--- config.mk ---
export PLATFORM = sky130hd
export DESIGN_NAME = exc_pend_reg
export DESIGN_NICKNAME = d
export VERILOG_FILES = /design/src/rtl/exc_pend_pkg.sv /design/src/rtl/exc_pend_bus_dec.sv /design/src/rtl/exc_pend_flag.sv /design/src/rtl/exc_pend_rdmux.sv /design/src/rtl/exc_pend_reg.sv
export SDC_FILE = /design/constraint.sdc
export NUM_CORES = 1
export LEC_CHECK = 0
export BUFFER_PORTS_ARGS = -buffer_cell sky130_fd_sc_hd__buf_2
export CORE_MARGIN = 8
export CORE_UTILIZATION = 27
export DETAILED_ROUTE_END_ITERATION = 6
export PLACE_DENSITY = 0.84
export SETUP_SLACK_MARGIN = 0.3
export SLEW_MARGIN = 20
export SYNTH_ARGS = -nofsm -noshare
export SYNTH_HDL_FRONTEND = slang
export SYNTH_SLANG_ARGS = --single-unit
--- constraint.sdc ---
create_clock -name clk -period 4.15 [get_ports clk]
set_input_delay 1.245 -clock clk [delete_from_list [all_inputs] [get_ports clk]]
set_output_delay 1.245 -clock clk [all_outputs]
set_load 0.01 [all_outputs]
--- src/rtl/exc_pend_pkg.sv ---
package exc_pend_pkg;
  // Read/write bit positions software relies on
  localparam int unsigned NMI_SET_BIT  = 31;
  localparam int unsigned SVC_SET_BIT  = 28;
  localparam int unsigned SVC_CLR_BIT  = 27;
  localparam int unsigned TICK_SET_BIT = 26;
  localparam int unsigned TICK_CLR_BIT = 25;
  localparam int unsigned DBG_BIT      = 23;
  localparam int unsigned PEND_LSB     = 12;
  localparam int unsigned ACT_LSB      = 0;

  // Flag indices
  localparam int unsigned NUM_FLAGS = 3;
  localparam int unsigned IDX_NMI   = 0;
  localparam int unsigned IDX_SVC   = 1;
  localparam int unsigned IDX_TICK  = 2;

  typedef struct packed {
    logic set;
    logic clr;
  } flag_cmd_t;
endpackage

--- src/rtl/exc_pend_bus_dec.sv ---
module exc_pend_bus_dec
  import exc_pend_pkg::*;
#(
  parameter int unsigned ADDR_W     = 12,
  parameter int unsigned DATA_W     = 32,
  parameter logic [ADDR_W-1:0] REG_OFFSET = 12'hD04
) (
  input  logic [ADDR_W-1:0] addr,
  input  logic [DATA_W-1:0] wdata,
  input  logic              wr,
  input  logic              rd,
  input  logic              priv,
  output logic              rd_ok,
  output logic              priv_fault,
  output flag_cmd_t         cmd [NUM_FLAGS]
);
  logic hit;
  logic wr_ok;
  logic unused_wdata;

  assign hit        = (addr == REG_OFFSET);
  assign wr_ok      = wr & priv & hit;
  assign rd_ok      = rd & priv & hit;
  assign priv_fault = (wr | rd) & ~priv;

  always_comb begin
    cmd[IDX_NMI].set  = wr_ok & wdata[NMI_SET_BIT];
    cmd[IDX_NMI].clr  = 1'b0;
    cmd[IDX_SVC].set  = wr_ok & wdata[SVC_SET_BIT];
    cmd[IDX_SVC].clr  = wr_ok & wdata[SVC_CLR_BIT];
    cmd[IDX_TICK].set = wr_ok & wdata[TICK_SET_BIT];
    cmd[IDX_TICK].clr = wr_ok & wdata[TICK_CLR_BIT];
  end

  assign unused_wdata = ^wdata;
endmodule

--- src/rtl/exc_pend_flag.sv ---
module exc_pend_flag
  import exc_pend_pkg::*;
#(
  parameter bit HW_SET_EN = 1'b0
) (
  input  logic      clk,
  input  logic      rst_n,
  input  flag_cmd_t cmd,
  input  logic      ack,
  input  logic      hw_set,
  output logic      pend
);
  logic pend_q;
  logic pend_d;
  logic pend_en;
  logic hw_set_eff;

  assign hw_set_eff = HW_SET_EN ? hw_set : 1'b0;

  // Priority: hardware raise, then acknowledge, then software set/clear
  always_comb begin
    pend_d  = pend_q;
    pend_en = hw_set_eff | ack | (cmd.set ^ cmd.clr);
    if (hw_set_eff)
      pend_d = 1'b1;
    else if (ack)
      pend_d = 1'b0;
    else if (cmd.set && !cmd.clr)
      pend_d = 1'b1;
    else if (cmd.clr && !cmd.set)
      pend_d = 1'b0;
  end

  always_ff @(posedge clk or negedge rst_n) begin
    if (!rst_n)
      pend_q <= 1'b0;
    else if (pend_en)
      pend_q <= pend_d;
  end

  assign pend = pend_q;
endmodule

--- src/rtl/exc_pend_rdmux.sv ---
module exc_pend_rdmux
  import exc_pend_pkg::*;
#(
  parameter int unsigned DATA_W = 32,
  parameter int unsigned VEC_W  = 9
) (
  input  logic             rd_ok,
  input  logic             nmi,
  input  logic             svc,
  input  logic             tick,
  input  logic             dbg_mode,
  input  logic             dbg_irq,
  input  logic [VEC_W-1:0] act_vec,
  input  logic [VEC_W-1:0] pend_vec,
  output logic [DATA_W-1:0] rdata
);
  logic [DATA_W-1:0] word;

  always_comb begin
    word                        = '0;
    word[NMI_SET_BIT]           = nmi;
    word[SVC_SET_BIT]           = svc;
    word[TICK_SET_BIT]          = tick;
    word[DBG_BIT]               = dbg_mode & dbg_irq;
    word[PEND_LSB +: VEC_W]     = pend_vec;
    word[ACT_LSB +: VEC_W]      = act_vec;
  end

  assign rdata = rd_ok ? word : '0;
endmodule

--- src/rtl/exc_pend_reg.sv ---
module exc_pend_reg
  import exc_pend_pkg::*;
#(
  parameter int unsigned ADDR_W     = 12,
  parameter int unsigned DATA_W     = 32,
  parameter int unsigned VEC_W      = 9,
  parameter logic [ADDR_W-1:0] REG_OFFSET = 12'hD04
) (
  input  logic              clk,
  input  logic              rst_n,
  input  logic [ADDR_W-1:0] bus_addr,
  input  logic [DATA_W-1:0] bus_wdata,
  input  logic              bus_wr,
  input  logic              bus_rd,
  input  logic              bus_priv,
  output logic [DATA_W-1:0] bus_rdata,
  output logic              bus_err,
  input  logic              nmi_raise,
  input  logic              nmi_ack,
  input  logic              svc_ack,
  input  logic              tick_ack,
  input  logic              dbg_mode,
  input  logic              dbg_irq,
  input  logic [VEC_W-1:0]  act_vec,
  input  logic [VEC_W-1:0]  pend_vec,
  output logic              nmi_pend,
  output logic              svc_pend,
  output logic              tick_pend
);
  localparam int unsigned SYNC_STAGES = 2;

  // Reset: asserted asynchronously, released on the clock
  logic [SYNC_STAGES-1:0] rst_sync_q;
  logic                   rst_sync_n;

  always_ff @(posedge clk or negedge rst_n) begin
    if (!rst_n)
      rst_sync_q <= '0;
    else
      rst_sync_q <= {rst_sync_q[SYNC_STAGES-2:0], 1'b1};
  end
  assign rst_sync_n = rst_sync_q[SYNC_STAGES-1];

  // Bus decode
  logic      rd_ok;
  logic      priv_fault;
  flag_cmd_t cmd [NUM_FLAGS];

  exc_pend_bus_dec #(
    .ADDR_W     (ADDR_W),
    .DATA_W     (DATA_W),
    .REG_OFFSET (REG_OFFSET)
  ) u_dec (
    .addr       (bus_addr),
    .wdata      (bus_wdata),
    .wr         (bus_wr),
    .rd         (bus_rd),
    .priv       (bus_priv),
    .rd_ok      (rd_ok),
    .priv_fault (priv_fault),
    .cmd        (cmd)
  );

  // Pending flags
  logic [NUM_FLAGS-1:0] ack_vec;
  logic [NUM_FLAGS-1:0] hw_set_vec;
  logic [NUM_FLAGS-1:0] pend_q;

  assign ack_vec    = {tick_ack, svc_ack, nmi_ack};
  assign hw_set_vec = {1'b0, 1'b0, nmi_raise};

  for (genvar i = 0; i < NUM_FLAGS; i++) begin : g_flag
    exc_pend_flag #(
      .HW_SET_EN (i == IDX_NMI)
    ) u_flag (
      .clk    (clk),
      .rst_n  (rst_sync_n),
      .cmd    (cmd[i]),
      .ack    (ack_vec[i]),
      .hw_set (hw_set_vec[i]),
      .pend   (pend_q[i])
    );
  end

  assign nmi_pend  = pend_q[IDX_NMI];
  assign svc_pend  = pend_q[IDX_SVC];
  assign tick_pend = pend_q[IDX_TICK];

  // Read path
  exc_pend_rdmux #(
    .DATA_W (DATA_W),
    .VEC_W  (VEC_W)
  ) u_rdmux (
    .rd_ok    (rd_ok),
    .nmi      (pend_q[IDX_NMI]),
    .svc      (pend_q[IDX_SVC]),
    .tick     (pend_q[IDX_TICK]),
    .dbg_mode (dbg_mode),
    .dbg_irq  (dbg_irq),
    .act_vec  (act_vec),
    .pend_vec (pend_vec),
    .rdata    (bus_rdata)
  );

  // Error pulse: next-state and register
  logic err_q;
  logic err_d;
  logic err_en;

  always_comb begin
    err_d  = priv_fault;
    err_en = priv_fault | err_q;
  end

  always_ff @(posedge clk or negedge rst_sync_n) begin
    if (!rst_sync_n)
      err_q <= 1'b0;
    else if (err_en)
      err_q <= err_d;
  end

  assign bus_err = err_q;
endmodule

==> results.json, run 1 <==
{
  "outcome": "finished clean",
  "placed_cell_area_um2": 991,
  "ant_nets": 0,
  "rrSetupSlack_ps": 3270,
  "antenna_cells": 0,
  "reg2reg_depth": 2,
  "final_nets": 234,
  "grt_pass1_vias": 841,
  "syn_area_per_cell_um2": 7.94,
  "port_buffers": 71,
  "cp_max_fo": 6,
  "synth_cells": 81,
  "syn_area_um2": 643,
  "num_vias": 801,
  "hold_class": "flip-flop to asynchronous set/reset pin",
  "p_leak_nw": 0.643,
  "setup_viol": 0,
  "grt_start_max_net_pins": 11,
  "finalWirelength_um": 2470,
  "die_h_um": 64.8,
  "rsz0062_at_grt": "yes",
  "fin_total_pwr_mw": 0.152,
  "grt_pass1_wl_um": 3750,
  "fin_util": 0.506,
  "ys_ff_latch": 6,
  "period_share": 0.930,
  "worst_r2r_startpoint": "g_flag[0].u_flag.pend",
  "multiInputGateArea_um2": 455,
  "overflow": 0,
  "cts_buffers": 3,
  "globalplace.congestion": 0.780,
  "cap_viol_max_count": 0,
  "grt_use_total": 0.107,
  "h-tree-depth": 1,
  "final-seq-area_um2": 150,
  "cp-endpoint": "bus_rdata[23]",
  "yosysSeqAreaShare": 0.233,
  "cp-startpoint": "bus_addr[6]",
  "cts_tree": "done",
  "synth_cell_types": 24,
  "initial_core_util": 0.288,
  "cp-start-kind": "primary input",
  "die_area_um2": 4200,
  "skew_ps": 5.66,
  "layout_min_cycle_time_ps": 3860,
  "path_class": "primary input to output pin",
  "drc": 0,
  "finalInstanceArea_um2": 1130,
  "drive_above_1_share": 0.587,
  "cp-end-kind": "output pin",
  "tns_ps": 0,
  "crit_arrival_ps": 2610,
  "cts-hold-fix-buffers": 0,
  "max_freq_mhz": 259,
  "p_per_area_nw_per_um2": 134,
  "cts.clk_slew.worst_paths_ps": 50,
  "viasPerCell": 4.38,
  "maxSlewViolCount": 0,
  "antenna_found_initial": 0,
  "die_x_um": 64.8,
  "area_growth_pct": 75.7,
  "cts_sinks": 6,
  "rows": 17,
  "firstDrtPassIters": 4,
  "worstReg2RegEnd": "g_flag[0].u_flag.pend",
  "n_fill_cell": 210,
  "dp_hpwl_um": 2070,
  "post_drt_wl_per_cell_um": 13.5,
  "cp.required_ps": 2900,
  "timing.hold.ws_ps": 56.3,
  "num_io_pins": 109,
  "ys.warnings.count": 0,
  "core-area_um2": 2230,
  "max-vdd-ir-drop_uv": 118,
  "cts_max_path_buffers": 2,
  "clock_latency_ps": 240,
  "drt_iter0_drc": 12,
  "cts_root_buf": "clkbuf_4",
  "hold_viol": 0
}
worst min-delay path by stage:
stage | slack, ps | depth (start not counted) | endpoint
2_1_floorplan | 40 | 0 | bus_err
3_3_place_gp | 60 | 0 | g_flag[1].u_flag.pend
3_5_place_dp | 70 | 0 | g_flag[2].u_flag.pend
4_1_cts | 60 | 0 | bus_err
5_1_grt | 70 | 0 | g_flag[1].u_flag.pend
6_report | 60 | 0 | g_flag[1].u_flag.pend
cell usage in the layout, fill, tap and decap left out:
cell / synthesis / final
ha_1: 4 / 4
nand3b_1: 1 / 1
or2_2: 1 / 1
nor4_1: 6 / 5
or4_1: 4 / 4
nor2_1: 2 / 2
o21ai_0: 2 / 2
a41o_1: 1 / 1
or4_4: 1 / 1
a21oi_1: 2 / 2
and3_1: 1 / 1
buf_2: 0 / 61
conb_1: 2 / 11
buf_4: 10 / 5
and2_1: 21 / 13
and2_4: 0 / 8
or2_1: 1 / 1
inv_1: 3 / 3
buf_6: 1 / 10
dfrtp_1: 6 / 6
nand2b_1: 2 / 2
a21o_1: 1 / 1
or3b_4: 0 / 1
nand2_1: 4 / 4
nand4b_1: 1 / 1
nor4_4: 0 / 1
clkbuf_4: 0 / 3
metal layers:
| layer | vias up | GRT usage | share of wire |
|---|---|---|---|
| met4 | 0 | 0.0409 | 0 |
| met1 | 334 | 0.115 | 0.40 |
| met3 | 0 | 0.0481 | 0.15 |
| met2 | 67 | 0.179 | 0.45 |
| met5 | - | 0 | 0 |
| li1 | 400 | - | - |
cells in the mapped netlist:
| master | number | area share |
|---|---|---|
| dfrtp_1 | 6 | 0.23 |
| a21oi_1 | 2 | 0.016 |
| nand3b_1 | 1 | 0.012 |
| and2_1 | 21 | 0.20 |
| nor4_1 | 6 | 0.058 |
| or4_1 | 4 | 0.047 |
| inv_1 | 3 | 0.018 |
| or2_2 | 1 | 0.0097 |
| o21ai_0 | 2 | 0.016 |
| nand2_1 | 4 | 0.023 |
| nand2b_1 | 2 | 0.019 |
| and3_1 | 1 | 0.0097 |
| nor2_1 | 2 | 0.012 |
| or4_4 | 1 | 0.018 |
| or3b_2 | 1 | 0.014 |
| or2_1 | 1 | 0.0097 |
| buf_4 | 10 | 0.12 |
| buf_6 | 1 | 0.018 |
| nand4b_1 | 1 | 0.014 |
| ha_1 | 4 | 0.078 |
| a21o_1 | 1 | 0.012 |
| clkbuf_1 | 3 | 0.018 |
| a41o_1 | 1 | 0.016 |
| conb_1 | 2 | 0.012 |
registers in the layout, indices dropped and copies added, names as in the netlist:
| name | cells |
|---|---|
| rst_sync_q | 2 |
| g_flag.u_flag.pend | 3 |
| bus_err | 1 |
kinds of logic after synthesis:
family / synth area share
AOI/OAI and AO/OA: 0.0584
adders and majority gates: 0.0778
buffers and inverters: 0.169
DFF: 0.233
other: 0.0117
and+or+nand+nor: 0.449
what timing repair did:
action | CTS | global route
gates cloned | 2 | 0
setup endpoints to repair | 21 | 21
buffers inserted | 1 | 0
pin swaps | 5 | 6
resized for setup | 6 | 19
layout make-up:
cell class	instances	share of cell area
Multi-Input combinational cell	67	0.403
Tap cell	28	0.0310
Inverter	3	0.00997
Sequential cell	6	0.133
Clock buffer	3	0.0199
Timing Repair Buffer	76	0.403
per-stage QoR:
step	instances	worst slack, ps
finish	183	291
global placement	177	173
CTS	183	297
detailed placement	177	152
global route	183	221
floorplan	90	300
where the power goes:
| group | leakage, nW | internal [mW] | switching [mW] | total (mW) |
|---|---|---|---|---|
| Sequential | 0.0743 | 0.0610 | 0.00144 | 0.0624 |
| Clock | 0.0138 | 0.0326 | 0.0189 | 0.0514 |
| Combinational | 0.554 | 0.0207 | 0.0171 | 0.0378 |
worst max-delay path, stage by stage:
cell and delay, ps:
buf_6 90, or4_4 550, nor4_4 260, buf_4 210, and3_1 140, buf_2 120
Power figures use the tool's default switching activity.
==> run 2, diff against run 1 <==
Clock period 4.15 ns to 3.62 ns, I/O delays scaled along.
==> results.json, run 2 (same netlist as run 1, synthesis figures left out) <==
{
  "final_nets": 231,
  "firstDrtPassIters": 2,
  "num_io_pins": 109,
  "post_drt_wl_per_cell_um": 12.6,
  "grt_use_total": 0.103,
  "drive_above_1_share": 0.658,
  "cts_sinks": 6,
  "p_leak_nw": 0.637,
  "placed_cell_area_um2": 1060,
  "timing.hold.ws_ps": 61.2,
  "core-area_um2": 2230,
  "cp_max_fo": 22,
  "viasPerCell": 4.38,
  "cts_buffers": 3,
  "hold_class": "flip-flop to asynchronous set/reset pin",
  "cts_max_path_buffers": 2,
  "dp_hpwl_um": 2100,
  "largest_reg_flops": 3,
  "cts_tree": "done",
  "finalInstanceArea_um2": 1090,
  "max_freq_mhz": 287,
  "path_class": "primary input to output pin",
  "tns_ps": 0,
  "grt_start_max_net_pins": 23,
  "multiInputGateArea_um2": 485,
  "period_share": 0.964,
  "cp-end-kind": "output pin",
  "layout_commonest_cell": "buf_2",
  "cts_setup_buffers": 0,
  "rsz0062_at_grt": "yes",
  "cp.required_ps": 2530,
  "clock_latency_ps": 240,
  "h-tree-depth": 1,
  "final-seq-area_um2": 150,
  "max-vdd-ir-drop_uv": 116,
  "layout_common_cells": "buf_2, and2_4, conb_1, dfrtp_1, nor4_1",
  "overflow": 0,
  "setup_viol": 0,
  "maxSlewViolCount": 0,
  "num_vias": 789,
  "rrSetupSlack_ps": 2740,
  "ant_nets": 0,
  "antenna_cells": 0,
  "antenna_found_initial": 0,
  "globalplace.congestion": 0.750,
  "p_per_area_nw_per_um2": 160,
  "finalWirelength_um": 2280,
  "drc": 0,
  "die_h_um": 64.8,
  "cp-start-kind": "primary input",
  "layout_min_cycle_time_ps": 3490,
  "cts_root_buf": "clkbuf_4",
  "grt_pass1_vias": 814,
  "rows": 17,
  "n_fill_cell": 240,
  "die_area_um2": 4200,
  "cap_viol_max_count": 0,
  "drt_iter0_drc": 27,
  "outcome": "finished clean",
  "area_growth_pct": 69.1,
  "port_buffers": 71,
  "die_x_um": 64.8,
  "fin_ws_ps": 130,
  "crit_arrival_ps": 2400,
  "hold_viol": 0,
  "place_ws_ps": 113,
  "grt_pass1_wl_um": 3540,
  "skew_ps": 0.458,
  "initial_core_util": 0.288,
  "cts.clk_slew.worst_paths_ps": 40
}
[run 2: changes by cell type in the layout (fill, tap and decap cells not counted)]
cell / before / now
buf_2: 61 / 71
and2_4: 8 / 20
buf_6: 10 / 0
and2_1: 13 / 1
buf_4: 5 / 1
buf_12: 0 / 1
[run 2: worst max-delay path, cell delays in order]
cell and delay (ps):
buf_2 100, or4_4 550, nor4_4 200, buf_12 190, and3_1 150, buf_2 120
[run 2: metrics by stage]
step | std cells | util | total power, mW
5_1_grt | 180 | 0.487 | 0.190
3_5_place_dp | 177 | 0.477 | 0.115
2_1_floorplan | 90 | - | 0.0948
6_report | 180 | 0.487 | 0.174
4_1_cts | 180 | 0.487 | 0.179
3_3_place_gp | 177 | 0.477 | 0.114
[run 2: worst paths after layout]
path,depth (start not counted),from,end
setup / recovery,6,bus_addr[1],bus_rdata[23]
hold / removal,0,rst_sync_q[1],g_flag[2].u_flag.pend
setup reg to reg,2,g_flag[0].u_flag.pend,g_flag[0].u_flag.pend
hold reg to reg,0,rst_sync_q[1],g_flag[2].u_flag.pend
max in group asynchronous,1,rst_n,rst_sync_q[0]
min in group clk,0,rst_sync_q[0],rst_sync_q[1]
[run 2: repair_timing]
item / in CTS / in global routing
endpoints found under the setup margin: 22 / 22
gates resized for setup: 0 / 0
hold buffers: 0 / 0
hold endpoints to repair: 0 / 0
[run 2: cell type report]
type                       count  area share
sequential                     6       0.138
inverter                       3      0.0104
timing repair buffer          73       0.352
clock buffer                   3      0.0207
multi-input combinational     67       0.446
tap                           28      0.0322
[run 2: power by group]
group	total [mW]	internal [mW]	switching, mW
Sequential	0.0717	0.0699	0.00178
Clock	0.0605	0.0374	0.0231
Combinational	0.0422	0.0226	0.0196
Total	0.174	0.130	0.0445
[run 2: routing by layer]
metal	wire [µm]	GRT usage	up-vias
met2	880	0.152	67
li1	-	-	395
met1	986	0.117	325
met3	388	0.0636	2
met4	19	0.0409	0
met5	0	0	-
